--- config.mk ---
export PLATFORM = sky130hd
export DESIGN_NAME = kbd_rx_autodetect
export DESIGN_NICKNAME = d
export VERILOG_FILES = /design/src/rtl/kbd_rx_pkg.sv /design/src/rtl/kbd_sync.sv /design/src/rtl/kbd_us_counter.sv /design/src/rtl/kbd_classify.sv /design/src/rtl/kbd_rx_autodetect.sv
export SDC_FILE = /design/constraint.sdc
export NUM_CORES = 1
export LEC_CHECK = 0
export BUFFER_PORTS_ARGS = -buffer_cell sky130_fd_sc_hd__clkbuf_2
export CORE_UTILIZATION = 45
export CTS_CLUSTER_DIAMETER = 120
export DETAILED_ROUTE_END_ITERATION = 7
export PLACE_DENSITY = 0.69
export SETUP_SLACK_MARGIN = 0.5
export SLEW_MARGIN = 20
export SYNTH_ARGS = -nofsm -noshare
export SYNTH_HDL_FRONTEND = slang
export SYNTH_SLANG_ARGS = --single-unit
export TNS_END_PERCENT = 10
--- constraint.sdc ---
create_clock -name clk -period 4.1 [get_ports clk]
set_input_delay 0 -clock clk [delete_from_list [all_inputs] [get_ports clk]]
set_output_delay 0 -clock clk [all_outputs]
set_load 0.1 [all_outputs]
--- src/rtl/kbd_rx_pkg.sv ---
package kbd_rx_pkg;

  typedef enum logic [2:0] {
    PROTO_NONE      = 3'd0,
    PROTO_STD11     = 3'd1,
    PROTO_STD11_LOW = 3'd2,
    PROTO_XT_TWO    = 3'd3,
    PROTO_XT_ONE    = 3'd4,
    PROTO_XT_BAD    = 3'd5
  } proto_e;

  typedef enum logic [2:0] {
    ERR_NONE      = 3'd0,
    ERR_PARITY    = 3'd1,
    ERR_PARITY_AA = 3'd2,
    ERR_ILLEGAL   = 3'd3,
    ERR_TIMEOUT   = 3'd4
  } err_e;

  typedef enum logic [1:0] {
    ACT_MORE,
    ACT_PROBE,
    ACT_DONE,
    ACT_FAIL
  } act_e;

  localparam int          SREG_W    = 16;
  localparam logic [15:0] SREG_IDLE = 16'h8000;
  localparam logic [15:0] SREG_AA_BAD = 16'hAA90;

endpackage

--- src/rtl/kbd_sync.sv ---
module kbd_sync #(
  parameter int          STAGES  = 2,
  parameter int          WIDTH   = 2,
  parameter logic        RST_VAL = 1'b1
) (
  input  logic             clk,
  input  logic             rst,
  input  logic [WIDTH-1:0] async_i,
  output logic [WIDTH-1:0] sync_o
);

  logic [WIDTH-1:0] chain_q [STAGES];

  always_ff @(posedge clk) begin
    if (rst) begin
      for (int s = 0; s < STAGES; s++) chain_q[s] <= {WIDTH{RST_VAL}};
    end else begin
      chain_q[0] <= async_i;
      for (int s = 1; s < STAGES; s++) chain_q[s] <= chain_q[s-1];
    end
  end

  assign sync_o = chain_q[STAGES-1];

endmodule

--- src/rtl/kbd_us_counter.sv ---
module kbd_us_counter #(
  parameter int MAX = 100,
  parameter int W   = $clog2(MAX + 1)
) (
  input  logic         clk,
  input  logic         rst,
  input  logic         clr,
  input  logic         tick,
  output logic [W-1:0] cnt
);

  localparam logic [W-1:0] TOP = W'(MAX);

  always_ff @(posedge clk) begin
    if (rst || clr)             cnt <= '0;
    else if (tick && cnt != TOP) cnt <= cnt + 1'b1;
  end

endmodule

--- src/rtl/kbd_classify.sv ---
module kbd_classify
  import kbd_rx_pkg::*;
(
  input  logic [15:0] nxt_i,
  input  proto_e      proto_i,
  output act_e        act_o,
  output logic [7:0]  byte_o,
  output proto_e      proto_o,
  output err_e        err_o,
  output logic        clr_proto_o
);

  logic par_odd;
  assign par_odd = ^nxt_i[14:6];

  always_comb begin
    act_o       = ACT_MORE;
    byte_o      = nxt_i[15:8];
    proto_o     = proto_i;
    err_o       = ERR_NONE;
    clr_proto_o = 1'b0;
    unique case (nxt_i[7:0])
      8'h00, 8'h80, 8'h40, 8'h20: act_o = ACT_MORE;
      8'hC0: begin
        if (proto_i == PROTO_XT_ONE) begin
          act_o   = ACT_DONE;
          proto_o = PROTO_XT_ONE;
        end else if (proto_i != PROTO_NONE) begin
          act_o = ACT_MORE;
        end else begin
          act_o = ACT_PROBE;
        end
      end
      8'hA0: begin
        if (proto_i == PROTO_XT_TWO) begin
          act_o   = ACT_DONE;
          proto_o = PROTO_XT_TWO;
        end else if (proto_i != PROTO_NONE) begin
          act_o = ACT_MORE;
        end else begin
          act_o = ACT_PROBE;
        end
      end
      8'hE0: begin
        act_o   = ACT_DONE;
        proto_o = PROTO_XT_BAD;
      end
      8'h10, 8'h90, 8'h50, 8'hD0: begin
        byte_o = nxt_i[13:6];
        if (nxt_i == SREG_AA_BAD) begin
          act_o = ACT_FAIL;
          err_o = ERR_PARITY_AA;
        end else if (!par_odd) begin
          act_o = ACT_FAIL;
          err_o = ERR_PARITY;
        end else begin
          act_o   = ACT_DONE;
          proto_o = nxt_i[15] ? PROTO_STD11 : PROTO_STD11_LOW;
        end
      end
      default: begin
        act_o       = ACT_FAIL;
        err_o       = ERR_ILLEGAL;
        clr_proto_o = 1'b1;
      end
    endcase
  end

endmodule

--- src/rtl/kbd_rx_autodetect.sv ---
module kbd_rx_autodetect
  import kbd_rx_pkg::*;
#(
  parameter int SYNC_STAGES = 2,
  parameter int WAIT_US     = 100,
  parameter int GAP_US      = 2000,
  parameter int INHIBIT_US  = 200
) (
  input  logic       clk,
  input  logic       rst,
  input  logic       kbd_clk_i,
  input  logic       kbd_dat_i,
  input  logic       us_tick,
  input  logic       sink_ready,
  output logic       inhibit_o,
  output logic       byte_valid,
  output logic [7:0] byte_data,
  output logic [2:0] proto_o,
  output logic       err_valid,
  output logic [2:0] err_code
);

  localparam int FT_MAX = (GAP_US > WAIT_US) ? GAP_US : WAIT_US;
  localparam int FT_W   = $clog2(FT_MAX + 1);
  localparam int IH_W   = $clog2(INHIBIT_US + 1);
  localparam logic [FT_W-1:0] WAIT_LIM = FT_W'(WAIT_US);
  localparam logic [FT_W-1:0] GAP_LIM  = FT_W'(GAP_US);
  localparam logic [IH_W-1:0] IH_LIM   = IH_W'(INHIBIT_US);

  // line synchronisers: bit 0 clock, bit 1 data
  logic [1:0] line_s;
  logic       clk_prev_q;
  logic       kfall;

  kbd_sync #(.STAGES(SYNC_STAGES), .WIDTH(2), .RST_VAL(1'b1)) u_sync (
    .clk     (clk),
    .rst     (rst),
    .async_i ({kbd_dat_i, kbd_clk_i}),
    .sync_o  (line_s)
  );

  assign kfall = clk_prev_q & ~line_s[0];

  // state
  logic [15:0] sreg_q,  sreg_d;
  logic        probe_q, probe_d;
  proto_e      proto_q, proto_d;
  logic        inh_busy_q, inh_busy_d;
  logic        bv_d, ev_d;
  logic [7:0]  bd_d;
  err_e        ec_q, ec_d;
  logic        fail;
  logic        ft_clr;
  logic        hold;

  logic [FT_W-1:0] ft_cnt;
  logic [IH_W-1:0] ih_cnt;

  kbd_us_counter #(.MAX(FT_MAX)) u_frame_timer (
    .clk  (clk),
    .rst  (rst),
    .clr  (ft_clr),
    .tick (us_tick),
    .cnt  (ft_cnt)
  );

  kbd_us_counter #(.MAX(INHIBIT_US)) u_inhibit_timer (
    .clk  (clk),
    .rst  (rst),
    .clr  (fail),
    .tick (us_tick & inh_busy_q),
    .cnt  (ih_cnt)
  );

  // classification of the shifted value
  logic [15:0] sreg_shift;
  act_e        cls_act;
  logic [7:0]  cls_byte;
  proto_e      cls_proto;
  err_e        cls_err;
  logic        cls_clr;

  assign sreg_shift = {line_s[1], sreg_q[15:1]};

  kbd_classify u_classify (
    .nxt_i       (sreg_shift),
    .proto_i     (proto_q),
    .act_o       (cls_act),
    .byte_o      (cls_byte),
    .proto_o     (cls_proto),
    .err_o       (cls_err),
    .clr_proto_o (cls_clr)
  );

  assign hold = inh_busy_q | ~sink_ready;

  always_comb begin
    sreg_d  = sreg_q;
    probe_d = probe_q;
    proto_d = proto_q;
    bv_d    = 1'b0;
    bd_d    = byte_data;
    ev_d    = 1'b0;
    ec_d    = ec_q;
    fail    = 1'b0;
    ft_clr  = 1'b0;

    if (hold) begin
      sreg_d  = SREG_IDLE;
      probe_d = 1'b0;
      ft_clr  = 1'b1;
    end else if (kfall) begin
      ft_clr = 1'b1;
      unique case (cls_act)
        ACT_MORE: begin
          sreg_d  = sreg_shift;
          probe_d = 1'b0;
        end
        ACT_PROBE: begin
          sreg_d  = sreg_shift;
          probe_d = 1'b1;
        end
        ACT_DONE: begin
          bv_d    = 1'b1;
          bd_d    = cls_byte;
          proto_d = cls_proto;
          sreg_d  = SREG_IDLE;
          probe_d = 1'b0;
        end
        default: begin
          ev_d    = 1'b1;
          ec_d    = cls_err;
          fail    = 1'b1;
          sreg_d  = SREG_IDLE;
          probe_d = 1'b0;
          if (cls_clr) proto_d = PROTO_NONE;
        end
      endcase
    end else if (probe_q) begin
      if (ft_cnt >= WAIT_LIM) begin
        bv_d    = 1'b1;
        bd_d    = sreg_q[15:8];
        proto_d = (sreg_q[7:0] == 8'hC0) ? PROTO_XT_ONE : PROTO_XT_TWO;
        sreg_d  = SREG_IDLE;
        probe_d = 1'b0;
        ft_clr  = 1'b1;
      end
    end else if (sreg_q == SREG_IDLE) begin
      ft_clr = 1'b1;
    end else if (ft_cnt >= GAP_LIM) begin
      ev_d   = 1'b1;
      ec_d   = ERR_TIMEOUT;
      fail   = 1'b1;
      sreg_d = SREG_IDLE;
      ft_clr = 1'b1;
    end

    inh_busy_d = fail | (inh_busy_q & (ih_cnt != IH_LIM));
  end

  always_ff @(posedge clk) begin
    if (rst) begin
      clk_prev_q <= 1'b1;
      sreg_q     <= SREG_IDLE;
      probe_q    <= 1'b0;
      proto_q    <= PROTO_NONE;
      inh_busy_q <= 1'b0;
      inhibit_o  <= 1'b0;
      byte_valid <= 1'b0;
      byte_data  <= '0;
      err_valid  <= 1'b0;
      ec_q       <= ERR_NONE;
    end else begin
      clk_prev_q <= line_s[0];
      sreg_q     <= sreg_d;
      probe_q    <= probe_d;
      proto_q    <= proto_d;
      inh_busy_q <= inh_busy_d;
      inhibit_o  <= inh_busy_d | ~sink_ready;
      byte_valid <= bv_d;
      byte_data  <= bd_d;
      err_valid  <= ev_d;
      ec_q       <= ec_d;
    end
  end

  assign proto_o  = proto_q;
  assign err_code = ec_q;

endmodule

# Word level (Yosys, flattened, before mapping)
# Memory sizes are Yosys's and may differ from the RTL's.
# Cells that the tools add are included.
dict set report word_totals {
  register_bits 55
  latch_bits 0
  ram_bits 4
  romBits 0
  inputBits 6
  output_inout_bits 17
  wordCells 143
  mem_count 1
}
# name depth word_bits rd rd_ports_with_merged_regs wr line_no
set memory_table {}
lappend memory_table {u_sync.chain_q 2 2 2 0 2 kbd_sync.sv:12} ;# logic [WIDTH-1:0] chain_q [STAGES];
dict set report op_classes {
  addsub 2
  n_mul 0
  div_mod_pow 0
  magnitude_cmp 2
  eq_ne 32
  n_shift 0
  mux 60
  n_bitwise 11
  n_reduce_logical 23
}
# cell count
set op_table {}
lappend op_table {{2-to-1 mux 16 bit} 6}
lappend op_table {{equality test 8 bit (second input constant)} 7}
lappend op_table {{2-to-1 mux 3 bit} 15}
lappend op_table {{2-to-1 mux 8 bit} 5}
lappend op_table {{equality test 16 bit (second input constant)} 2}
lappend op_table {{2-to-1 mux 1 bit} 24}
lappend op_table {{equality test 8 x 7 -> 1 bit (second input constant)} 2}
lappend op_table {{2-to-1 mux 2 bit} 6}
lappend op_table {{inequality test 4 x 3 -> 1 bit (second input constant)} 3}
lappend op_table {{one-hot mux 3 bit (2 select lines)} 2}
lappend op_table {{one-hot mux 3 bit (4 select lines)} 1}
lappend op_table {{adder 11 x 1 -> 11 bit (second input constant)} 1}
lappend op_table {{>= comparator 11 bit (second input constant)} 1}
lappend op_table {{>= comparator 11 x 7 -> 1 bit (second input constant)} 1}
lappend op_table {{inequality test 11 bit (second input constant)} 1}
lappend op_table {{OR reduction 11 bit} 1}
lappend op_table {{one-hot mux 2 bit (5 select lines)} 1}
lappend op_table {{AND reduction 10 bit} 1}
lappend op_table {{XOR reduction 9 bit} 1}
lappend op_table {{adder 8 x 1 -> 8 bit (second input constant)} 1}
lappend op_table {{equality test 8 x 5 -> 1 bit (second input constant)} 1}
lappend op_table {{equality test 8 x 6 -> 1 bit (second input constant)} 1}
lappend op_table {{zero test 8 bit} 1}
lappend op_table {{inequality test 2 bit (second input constant)} 4}
lappend op_table {{other kinds (25)} 41}

# Depth between registers and ports, before layout
# Gate-level depths: netlist (run 1).
dict set report depth {
  depth_word 11
  depth_mapped 10
  depth_no_buf 8
}

# By module
# Synthesis (run 1) repeated with hierarchy kept, for this count alone.
dict set report hier_totals {
  cells_unflattened 362
  hier_area_um2 3316.9
}
# mod instances cells_per_inst area_per_inst_um2 seq_area_each_um2
set by_module_without_submodules {}
lappend by_module_without_submodules {kbd_rx_autodetect 1 158 1612.8 720.7}
lappend by_module_without_submodules {{kbd_us_counter at u_frame_timer} 1 73 633.1 220.2}
lappend by_module_without_submodules {kbd_classify 1 72 536.8 0.0}
lappend by_module_without_submodules {{kbd_us_counter at u_inhibit_timer} 1 49 414.1 160.2}
lappend by_module_without_submodules {kbd_sync 1 10 120.1 80.1}

# Worst setup path after synthesis (run 1)
# Ideal clock, no wire load.
dict set report synth_path {
  path_kind {flip-flop to flip-flop}
  startpoint {register proto_q[0], in the netlist proto_o[0]}
  endpoint {register inh_busy_q}
  arrival_time_ps 2365
  required_ps 3985
  path_slack_ps 1620
  stages_incl_launch_ff 7
  n_path_buf 0
  cell_sequence {dfxtp_1 -> nor3b_1 -> o21ba_2 -> or2_2 -> a31oi_1 -> nor3_2 -> o21ba_2}
}
dict set report synth_between {
  elab_chain_cells 10
  elab_cells_between_ends 15
  cone_classes {eq/ne (4); mux (7); bitwise (1); reduce/logical (3)}
}
# element line_no
set synth_rtl {}
lappend synth_rtl {{start: declaration} kbd_rx_autodetect.sv:47} ;# proto_e proto_q, proto_d;
lappend synth_rtl {{start signal: assignment} kbd_rx_autodetect.sv:177} ;# proto_q <= proto_d;
lappend synth_rtl {{nonzero test 3 bit} {kbd_classify.sv:28, kbd_classify.sv:38}}
lappend synth_rtl {{2-to-1 mux 1 bit} {kbd_classify.sv:28, kbd_classify.sv:38}}
lappend synth_rtl {{2-to-1 mux 2 bit (on tied branches)} {kbd_classify.sv:35, kbd_classify.sv:25}}
lappend synth_rtl {{one-hot mux 2 bit (5 select lines) (*)} kbd_classify.sv:22} ;# unique case (nxt_i[7:0])
lappend synth_rtl {{equality test 2 bit, or another cell as far along} kbd_rx_autodetect.sv:114} ;# unique case (cls_act)
lappend synth_rtl {{OR reduction 3 bit (no line) (*)} -}
lappend synth_rtl {{2-to-1 mux 1 bit (*)} kbd_rx_autodetect.sv:114}
lappend synth_rtl {{2-to-1 mux 1 bit (*)} kbd_rx_autodetect.sv:112} ;# end else if (kfall) begin
lappend synth_rtl {{2-to-1 mux 1 bit (*)} -}
lappend synth_rtl {{bitwise OR 1 bit (*)} kbd_rx_autodetect.sv:158} ;# inh_busy_d = fail | (inh_busy_q & (ih_cnt != IH_LIM));
lappend synth_rtl {{end signal: assignment} kbd_rx_autodetect.sv:178} ;# inh_busy_q <= inh_busy_d;
lappend synth_rtl {{end: declaration} kbd_rx_autodetect.sv:48} ;# logic inh_busy_q, inh_busy_d;
# Mark *: on every way between the ends. The rest lies on a longest branch, timed or not.
# A chain may end at the register's enable or synchronous reset.

# Final worst setup path (run 1)
dict set report layout_path {
  startpoint {register sreg_q[7]}
  endpoint {register probe_q}
}
dict set report layout_between {
  elab_chain_cells 7
  elab_cells_between_ends 21
  cone_classes {eq/ne (12); mux (5); reduce/logical (4)}
}
# element line_no
set layout_rtl {}
lappend layout_rtl {{start: declaration} kbd_rx_autodetect.sv:45} ;# logic [15:0] sreg_q, sreg_d;
lappend layout_rtl {{start signal: assignment} kbd_rx_autodetect.sv:175} ;# sreg_q <= sreg_d;
lappend layout_rtl {{XOR reduction 9 bit} kbd_classify.sv:14} ;# assign par_odd = ^nxt_i[14:6];
lappend layout_rtl {{2-to-1 mux 1 bit} kbd_classify.sv:53} ;# end else if (!par_odd) begin
lappend layout_rtl {{2-to-1 mux 2 bit} kbd_classify.sv:50} ;# if (nxt_i == SREG_AA_BAD) begin
lappend layout_rtl {{one-hot mux 2 bit (5 select lines) (*)} kbd_classify.sv:22}
lappend layout_rtl {{equality test 2 x 1 -> 1 bit (*)} kbd_rx_autodetect.sv:114}
lappend layout_rtl {{2-to-1 mux 1 bit (*)} kbd_rx_autodetect.sv:114}
lappend layout_rtl {{2-to-1 mux 1 bit (*)} kbd_rx_autodetect.sv:112}
lappend layout_rtl {{end signal: assignment} kbd_rx_autodetect.sv:176} ;# probe_q <= probe_d;
lappend layout_rtl {{end: declaration} kbd_rx_autodetect.sv:46} ;# logic probe_q, probe_d;
# Marked as above.

==> flow_metrics.tcl, run 1 <==
set metrics [dict create \
    gr-usage-met1_pct 25.12 \
    worst_ir_drop_vdd_v 0.0002677 \
    hp-class "input port to flip-flop" \
    endpoint_kind "flip-flop" \
    max_slew_margin_pct 32.73 \
    cts_buffer_depth 2 \
    vias_per_cell 5.806 \
    grt_use_met3_pct 5.506 \
    antenna_found_initial 0 \
    ant_nets 0 \
    finalWeightedCongestion 0.9228 \
    fin_worst_hold_slack_ns 0.06419 \
    drt_wl_total_mm 6.737 \
    swShare_pct 23.99 \
    drt-wirelength-per-cell_microns 15.00 \
    synth_top_area_share_pct 38.88 \
    core_sq_um 6422 \
    dr.pass1.iters 7 \
    synth_top_family_by_area "simple AND/OR/NAND/NOR gates" \
    synth_adder_area_share_pct 4.530 \
    netlist_instances 345 \
    fin_skew_ns 0.008601 \
    p_clk_share_pct 48.1 \
    p_per_area_nw_per_um2 359.5 \
    max_clock_freq_ghz 0.3247 \
    vias 2607 \
    cts-buffers-inserted 9 \
    cts_resized 0 \
    grt_pass1_vias 2334 \
    drv_cap 0 \
    crit_fanout 12 \
    seq_power_share_pct 47.0 \
    rows 29 \
    yosysWarningCount 0 \
    netSwitchingPower_mw 0.2968 \
    cts_tree "done" \
    layout.nets 384 \
    yosysTopAreaCell "dfxtp_1" \
    setup_ws_ns 1.020 \
    power_mw 1.237 \
    synth-xor-area-share_pct 5.890 \
    synth_edf_count 0 \
    status "finished, violations left" \
    synth.avg_cell_area_sq_um 8.806 \
    finalNonFillerCells 449 \
    crit_top_cell "a21oi_1" \
    cts.sinks 59 \
    portBuffers 22 \
    post_cts_buffers 0 \
    period_needed_ns 3.080 \
    p_int_mw 0.9403 \
    cts_root_buffer "clkbuf_8" \
    grt_pass1_wl_mm 10.99 \
    max_stage_delay_ns 0.69 \
    hold_buffers 3 \
    h-tree-depth 3 \
    critPathSlowestCell "a21oi_1" \
    fin_crit_sh_pct 75.12 \
    grt_use_met2_pct 31.45 \
    dp.cells 430 \
    setup_tns_ns 0 \
    synth.top_cells.by_area "dfxtp_1 39%, a22oi_1 4.7%, ha_1 4.5%" \
    grt_max_degree 33 \
    finalHoldViolCount 0 \
    syn_nets 362 \
    dp_slack_ns 1.095 \
    drc 2 \
    setup_violations 0 \
    grt-ovfl-total 0 \
    rsz0062_at_grt "no" \
    clock_latency_ns 0.34 \
    hpwl_mm 4.584 \
    path_clk_slew_ns 0.07 \
    finalMaxSlewViolations 0 \
    pwr-share-comb_pct 4.8 \
    synth_mux_area_share_pct 3.666 \
    yosys.area_share.simple_pct 26.28 \
    antenna_cells 0 \
    ys.flop_type "dfxtp_1" \
    drive_above_1_share_pct 15.32 \
    drt-initial-drc-count 287 \
    path_cells "inv_1 > ha_1 > nor4_1 > o22ai_1 > or2_2 > a21oi_1 > o21ai_0 > a21oi_1" \
    grt.busiest_layer "met2" \
    crit_type "flip-flop to flip-flop" \
    cellLeakagePower_nw 1.306 \
    yosysSeqAreaShare_pct 38.88 \
    die-area_sq_um 7084 \
    grt.total_usage_pct 19.71 \
    critPathRequiredTime_ns 4.37 \
    yosys_register_bits 59 \
    initial_core_util_pct 47.30 \
    syn-cell-area_sq_um 3038 \
    chipWidth_microns 84.17 \
    synth_compound_area_share_pct 17.13 \
    io_pins 23 \
    synthArstFlopShare_pct 0 \
    crit_path_start_kind "flip-flop" \
    ys_types 52 \
    violations "design-rule violations" \
    worst_slew_pin_slew_ns 1.004 \
    cp.arrival_ns 3.35 \
    die_y_microns 84.17 \
    syn_to_final_growth_pct 13.26 \
]
## layout make-up
class,instances,area (sq um)
well taps,77,96.34
fillers,606,2982
inverters,12,45.04
clock inverters,7,100.1
repair buffers,26,147.6
multi-input cells,259,1747
flip-flops and latches,59,1181
clock buffers,9,123.9
## per-stage QoR
stage,util (%),cell area (sq um)
6_report,53.57,3441
4_1_cts,53.57,3441
2_1_floorplan,-,3038
3_5_place_dp,49.62,3187
3_3_place_gp,49.62,3187
5_1_grt,53.57,3441
## path summary, 6_finish.rpt
check                            start                    to  slack (ns)  depth (start not counted)
setup reg to reg             sreg_q[7]               probe_q        1.02                          8
hold reg to reg   u_sync.chain_q[0][1]  u_sync.chain_q[0][3]        0.42                          1
setup / recovery             sreg_q[7]               probe_q        1.02                          8
hold / removal                 us_tick  u_frame_timer.cnt[0]        0.06                          4
## worst max-delay path, delay by kind of cell (launching register included)
family	cells	cell delay, ns
AND/OR/NAND/NOR	2	0.83
buffers and inverters	1	0.11
AO/OA/AOI/OAI	4	1.33
flip-flops	1	0.50
adder cells (fa/ha/maj)	1	0.23
## synthesized netlist by cell type (all sizes together) (7+ instances only)
master	number
dfxtp	59
nand2b	12
nand2	13
ha	11
buf	7
clkbuf	8
and3	11
nand3	23
nor2b	7
a31oi	14
nor3	17
xor2	11
inv	12
a22oi	19
mux2i	10
nor4	7
or2	7
nor2	34
a21oi	13
## state kept, by name, indices dropped and copies added (netlist names)
signal               count
u_sync.chain_q           4
sreg_q                  16
byte_valid               1
probe_q                  1
inhibit_o                1
err_valid                1
u_frame_timer.cnt       11
err_code                 3
inh_busy_q               1
u_inhibit_timer.cnt      8
clk_prev_q               1
proto_o                  3
byte_data                8
## cells by family after synthesis
group / count (synthesis)
buffers and inverters: 27
and+or+nand+nor: 146
muxes: 11
DFF: 59
adders and majority gates: 11
AOI/OAI and AO/OA: 73
xor gates and xnor gates: 18
## routing by layer
metal / share of wire [%] / vias to the layer above / wire, microns
met5: 0 / - / 0
met4: 1.8 / 0 / 121
met3: 5.2 / 13 / 349
met2: 45 / 73 / 3038
met1: 48 / 1215 / 3228
li1: - / 1306 / -
## power groups by stage
stage	combinational (mW)	sequential (mW)	clock [mW]
floorplan	0.0314	0.608	0
global placement	0.0570	0.595	0
detailed placement	0.0573	0.595	0
CTS	0.0597	0.582	0.610
global route	0.0646	0.582	0.635
finish	0.0599	0.582	0.595
## placed cells by master, fill, tap and decap left out, types with 7 or more instances in the layout
cell type,instances
a21oi_1,13
a22oi_1,19
a31oi_1,14
and3_1,11
clkbuf_2,22
clkbuf_8,9
dfxtp_1,59
ha_1,11
inv_1,12
mux2i_1,10
nand2_1,13
nand2b_1,12
nand3_1,23
nor2_1,34
nor2b_1,7
nor3_1,14
xor2_1,11
Power figures use the tool's default switching activity.
==> run 2: changes to the inputs <==
--- a/config.mk
+++ b/config.mk
@@ -9,7 +9,7 @@
 export CORE_UTILIZATION = 45
 export CTS_CLUSTER_DIAMETER = 120
 export DETAILED_ROUTE_END_ITERATION = 7
-export PLACE_DENSITY = 0.69
+export PLACE_DENSITY = 0.71
 export SETUP_SLACK_MARGIN = 0.5
 export SLEW_MARGIN = 20
 export SYNTH_ARGS = -nofsm -noshare
==> constraint.sdc (replaced) <==
create_clock -name clk -period 2.5 [get_ports clk]
set_input_delay 0 -clock clk [delete_from_list [all_inputs] [get_ports clk]]
set_output_delay 0 -clock clk [all_outputs]
set_load 0.1 [all_outputs]
==> run 2 against run 1 <==
The flow now finishes without violations. Count of clock-buffer cells in the layout grew 1. Setup slack lost 0.83 ns. Via count increased by 8.2%. Global-route usage is 1.9 points higher. Critical path depth grew 1. First-iteration DRC count shrank 22%.
==> flow_metrics.tcl, run 2 (same netlist as run 1, synthesis figures left out) <==
set metrics [dict create \
    status "finished, final reports clean" \
    path_cells "ha_1 > xnor2_2 > xnor2_2 > buf_4 > o22ai_4 > a31oi_4 > nor3_4 > buf_12 > o21ba_2" \
    mostFrequentLayoutCell "dfxtp_1" \
    crit_type "flip-flop to flip-flop" \
    hold_depth 4 \
    ant_nets 0 \
    nFillCells 529 \
    drv_cap 0 \
    dr.pass1.iters 5 \
    max_stage_delay_ns 0.49 \
    top_regs "sreg_q: 16 flops, u_frame_timer.cnt: 11 flops" \
    hpwl_mm 4.779 \
    finalMaxSlewViolations 0 \
    layout.nets 412 \
    cts_tree "done" \
    max_slew_margin_pct 35.70 \
    rows 29 \
    drc 0 \
    fin_crit_sh_pct 92.38 \
    multi_input_area_sq_um 1949 \
    wl_met3_microns 409 \
    critPathSlowestCell "dfxtp_1" \
    crit_buf_inv 2 \
    finalWeightedCongestion 0.8688 \
    crit_path_start_kind "flip-flop" \
    grt_pass1_vias 2597 \
    endpoint_kind "flip-flop" \
    antenna_found_initial 0 \
    top_register "sreg_q" \
    hold_end "u_frame_timer.cnt[0]" \
    vias 2821 \
    initial_core_util_pct 47.30 \
    cts.sinks 59 \
    portBuffers 22 \
    cts-buffers-inserted 9 \
    crit_top_cell "xnor2_2" \
    worst_ir_drop_vdd_v 0.0004289 \
    io_pins 23 \
    cts_root_buffer "clkbuf_8" \
    h-tree-depth 3 \
    path_clk_slew_ns 0.07 \
    grt-ovfl-total 0 \
    die_y_microns 84.17 \
    r2r_start "sreg_q[12]" \
    antenna_cells 0 \
    finalHoldViolCount 0 \
    crit_family "compound AO/OA/AOI/OAI gates" \
    hold_start "us_tick" \
    regArea_sq_um 1200 \
    max_clock_freq_ghz 0.4330 \
    critPathRequiredTime_ns 2.74 \
    r2r_end "inh_busy_q" \
    drt-wirelength-per-cell_microns 16.18 \
    drive_above_1_share_pct 29.00 \
    clock_latency_ns 0.34 \
    drt-initial-drc-count 225 \
    post_dp_cell_area_sq_um 3328 \
    r2r_setup_slack_ns 0.19 \
    drt_wl_total_mm 7.717 \
    hp-class "input port to flip-flop" \
    core_sq_um 6422 \
    syn_to_final_growth_pct 28.25 \
    grt_max_degree 33 \
    fin_skew_ns 0.009104 \
    crit_fanout 9 \
    largest_reg_flops 16 \
    final_cell_mix "50 x dfxtp_1, 34 x nor2_1, 25 x buf_4" \
    chipWidth_microns 84.17 \
    wirelength_met1_mm 3.513 \
    p_per_area_nw_per_um2 528.1 \
    period_needed_ns 2.310 \
    die-area_sq_um 7084 \
    vias_per_cell 5.914 \
    reg2reg_depth 9 \
    grt_pass1_wl_mm 12.28 \
    worst_slew_pin_slew_ns 0.9572 \
    top_layer "met4" \
    setup_violations 0 \
    rsz0062_at_grt "yes" \
    cellLeakagePower_nw 1.507 \
    wl_met2_mm 3.588 \
    final_util_pct 60.67 \
    grt.total_usage_pct 21.57 \
    design_area_sq_um 3896 \
    cp.arrival_ns 2.55 \
    setup_tns_ns 0 \
    cts_buffer_depth 2 \
]
## run 2: worst max-delay path by stage
stage,startpoint,end,slack (ns),cells past startpoint
after floorplan,sreg_q[7],proto_o[0],0.30,9
after global placement,sreg_q[13],proto_o[0],0.18,8
after detailed placement,sreg_q[13],proto_o[0],0.08,8
after CTS,sreg_q[11],inhibit_o,0.19,9
after global routing,sreg_q[12],byte_data[6],0.11,9
final,sreg_q[12],inh_busy_q,0.19,9
## run 2: where the power goes
group	internal (mW)	switching (mW)
Sequential	0.945	0.00608
Clock	0.589	0.400
Combinational	0.0384	0.0796
## run 2: timing repair
action | 4_1_cts | 5_1_grt
endpoints found under the setup margin | 49 | 50
pin swaps | 6 | 12
endpoints found under the hold margin | 3 | 0
gates resized for setup | 18 | 18
gates cloned | 0 | 1
hold buffers | 3 | 0
buffers inserted | 7 | 9
## run 2: area by class of cell
cell class	count	area share (%)
multi-input combinational	259	50.03
sequential	59	30.80
timing repair buffer	54	9.634
clock inverter	6	2.248
tap	77	2.473
clock buffer	10	3.532
inverter	12	1.285
## run 2: metal layers
| metal | GRT usage (%) | up-vias |
|---|---|---|
| li1 | - | 1367 |
| met1 | 28.98 | 1324 |
| met2 | 33.98 | 102 |
| met3 | 3.933 | 28 |
| met4 | 9.561 | 0 |
| met5 | 0 | - |
## run 2: tightest hold or removal path: cells and delay by family
family / cells / cell delay (ns)
AOI/OAI and AO/OA: 1 / 0.04
buffers and inverters: 1 / 0.15
and+or+nand+nor: 2 / 0.17
## run 2: metrics by stage
stage	std cells	setup slack, ns	hold WS (ns)	power (mW)
6_report	477	0.1904	0.05079	2.058
5_1_grt	477	0.1135	0.07429	2.129
4_1_cts	467	0.1890	0.04142	2.064
3_5_place_dp	441	0.08378	0.1843	1.077
3_3_place_gp	441	0.1771	0.1849	1.076
2_1_floorplan	345	0.3032	0.1038	1.051
==> run 3: changes to the inputs <==
==> constraint.sdc (replaced) <==
create_clock -name clk -period 2.5 [get_ports clk]
set_input_delay 0.125 -clock clk [delete_from_list [all_inputs] [get_ports clk]]
set_output_delay 0.125 -clock clk [all_outputs]
set_load 0.1 [all_outputs]
==> run 3 against run 2 <==
Sequential power about the same. Setup slack worse by 0.017 ns. Sequential share of layout area up 0.079 points. Utilization down 0.16 points. Clock skew about the same. Register-to-register slack worse by 0.02 ns. Clock power about the same. Fmax down 0.74%. Critical path depth unchanged. Combinational power about the same. Power about the same. Count of clock-buffer cells in the layout unchanged. Critical endpoint unchanged. Largest cell class unchanged.
==> flow_metrics.tcl, run 3 (same netlist as run 1, synthesis figures left out) <==
set metrics [dict create \
    drive_above_1_share_pct 29.07 \
    drv_cap 0 \
    finalWeightedCongestion 0.8688 \
    hpwl_mm 4.779 \
    period_needed_ns 2.327 \
    finalHoldViolCount 0 \
    crit_fanout 9 \
    syn_to_final_growth_pct 27.92 \
    vias 2824 \
    drt_wl_total_mm 7.776 \
    die-area_sq_um 7084 \
    grt_max_degree 33 \
    max_clock_freq_ghz 0.4298 \
    grt_pass1_wl_mm 12.27 \
    portBuffers 22 \
    grt_pass1_vias 2594 \
    clock_latency_ns 0.34 \
    status "finished, final reports clean" \
    cts-buffers-inserted 9 \
    cp.arrival_ns 2.57 \
    top_register "sreg_q" \
    p_per_area_nw_per_um2 529.3 \
    core_sq_um 6422 \
    crit_path_start_kind "flip-flop" \
    setup_tns_ns 0 \
    finalMaxSlewViolations 0 \
    grt.total_usage_pct 21.55 \
    initial_core_util_pct 47.30 \
    cts_tree "done" \
    layout.nets 411 \
    rsz0062_at_grt "yes" \
    endpoint_kind "flip-flop" \
    setup_violations 0 \
    cts_buffer_depth 2 \
    io_pins 23 \
    grt-ovfl-total 0 \
    worst_ir_drop_vdd_v 0.0004296 \
    hp-class "input port to flip-flop" \
    drc 0 \
    drt-wirelength-per-cell_microns 16.34 \
    largest_reg_flops 16 \
    drt-initial-drc-count 220 \
    die_y_microns 84.17 \
    nFillCells 532 \
    max_slew_margin_pct 32.75 \
    antenna_cells 0 \
    crit_type "flip-flop to flip-flop" \
    path_clk_slew_ns 0.07 \
    chipWidth_microns 84.17 \
    fin_skew_ns 0.009173 \
    fin_worst_hold_slack_ns 0.1134 \
    dr.pass1.iters 5 \
    critPathRequiredTime_ns 2.74 \
    vias_per_cell 5.933 \
    rows 29 \
    fin_crit_sh_pct 93.07 \
    ant_nets 0 \
    cts.sinks 59 \
    final_cell_mix "50 x dfxtp_1, 34 x nor2_1, 25 x buf_4" \
    mostFrequentLayoutCell "dfxtp_1" \
    top_regs "sreg_q: 16 flops, u_frame_timer.cnt: 11 flops" \
    power_mw 2.057 \
    cellLeakagePower_nw 1.503 \
    h-tree-depth 3 \
    cts_root_buffer "clkbuf_8" \
    worst_slew_pin_slew_ns 1.001 \
    antenna_found_initial 0 \
    final_util_pct 60.51 \
]
-- run 3: cell types whose count changed in the layout (fill, tap and decap cells not counted) --
cell | before | now
dlygate4sd3_1 | 3 | 2
-- run 3: worst paths after layout --
path / endpoint / startpoint / slack (ns) / cells after the start
max reg2reg: inh_busy_q / sreg_q[12] / 0.17 / 9
max: inh_busy_q / sreg_q[12] / 0.17 / 9
min reg2reg: u_sync.chain_q[0][3] / u_sync.chain_q[0][1] / 0.41 / 1
min: inhibit_o / sink_ready / 0.11 / 3
-- run 3: critical path, stage by stage (launching register included) --
cell and delay [ns]:
dfxtp_1 0.50, ha_1 0.33, xnor2_2 0.17, xnor2_2 0.27, buf_4 0.18, o22ai_4 0.08, a31oi_4 0.29, nor3_4 0.08
buf_12 0.15, o21ba_2 0.18
-- run 3: what timing repair did --
action | in CTS | in global routing
cloned | 0 | 1
hold buffers | 2 | 0
pin swaps | 6 | 12
hold endpoints to repair | 2 | 0
setup buffers | 7 | 9
endpoints found under the setup margin | 49 | 50
resized for setup | 18 | 18
-- run 3: routing by layer --
| metal | track usage [%] | wire length [microns] | share of wire [%] |
|---|---|---|---|
| met4 | 9.561 | 154 | 2.0 |
| met3 | 3.933 | 334 | 4.3 |
| met5 | 0 | 0 | 0 |
| met1 | 28.91 | 3606 | 46 |
| met2 | 33.98 | 3680 | 47 |
-- run 3: metrics by stage --
step / cells / cell area, sq um / setup slack, ns
finish: 476 / 3886 / 0.1732
detailed placement: 441 / 3328 / 0.08378
global route: 476 / 3886 / 0.1135
floorplan: 345 / 3113 / 0.3032
CTS: 466 / 3720 / 0.1890
global placement: 441 / 3328 / 0.1771
-- run 3: where the power goes --
group | switching [mW] | internal [mW] | total [mW]
Clock | 0.401 | 0.588 | 0.989
Sequential | 0.00606 | 0.945 | 0.951
Combinational | 0.0794 | 0.0374 | 0.117
-- run 3: final cells by class --
class | instances | area [sq um] | share of cell area (%)
inverter | 12 | 50.05 | 1.288
sequential | 59 | 1200 | 30.88
timing repair buffer | 53 | 365.4 | 9.401
tap | 77 | 96.34 | 2.479
multi-input combinational | 259 | 1949 | 50.16
clock buffer | 10 | 137.6 | 3.542
clock inverter | 6 | 87.58 | 2.254
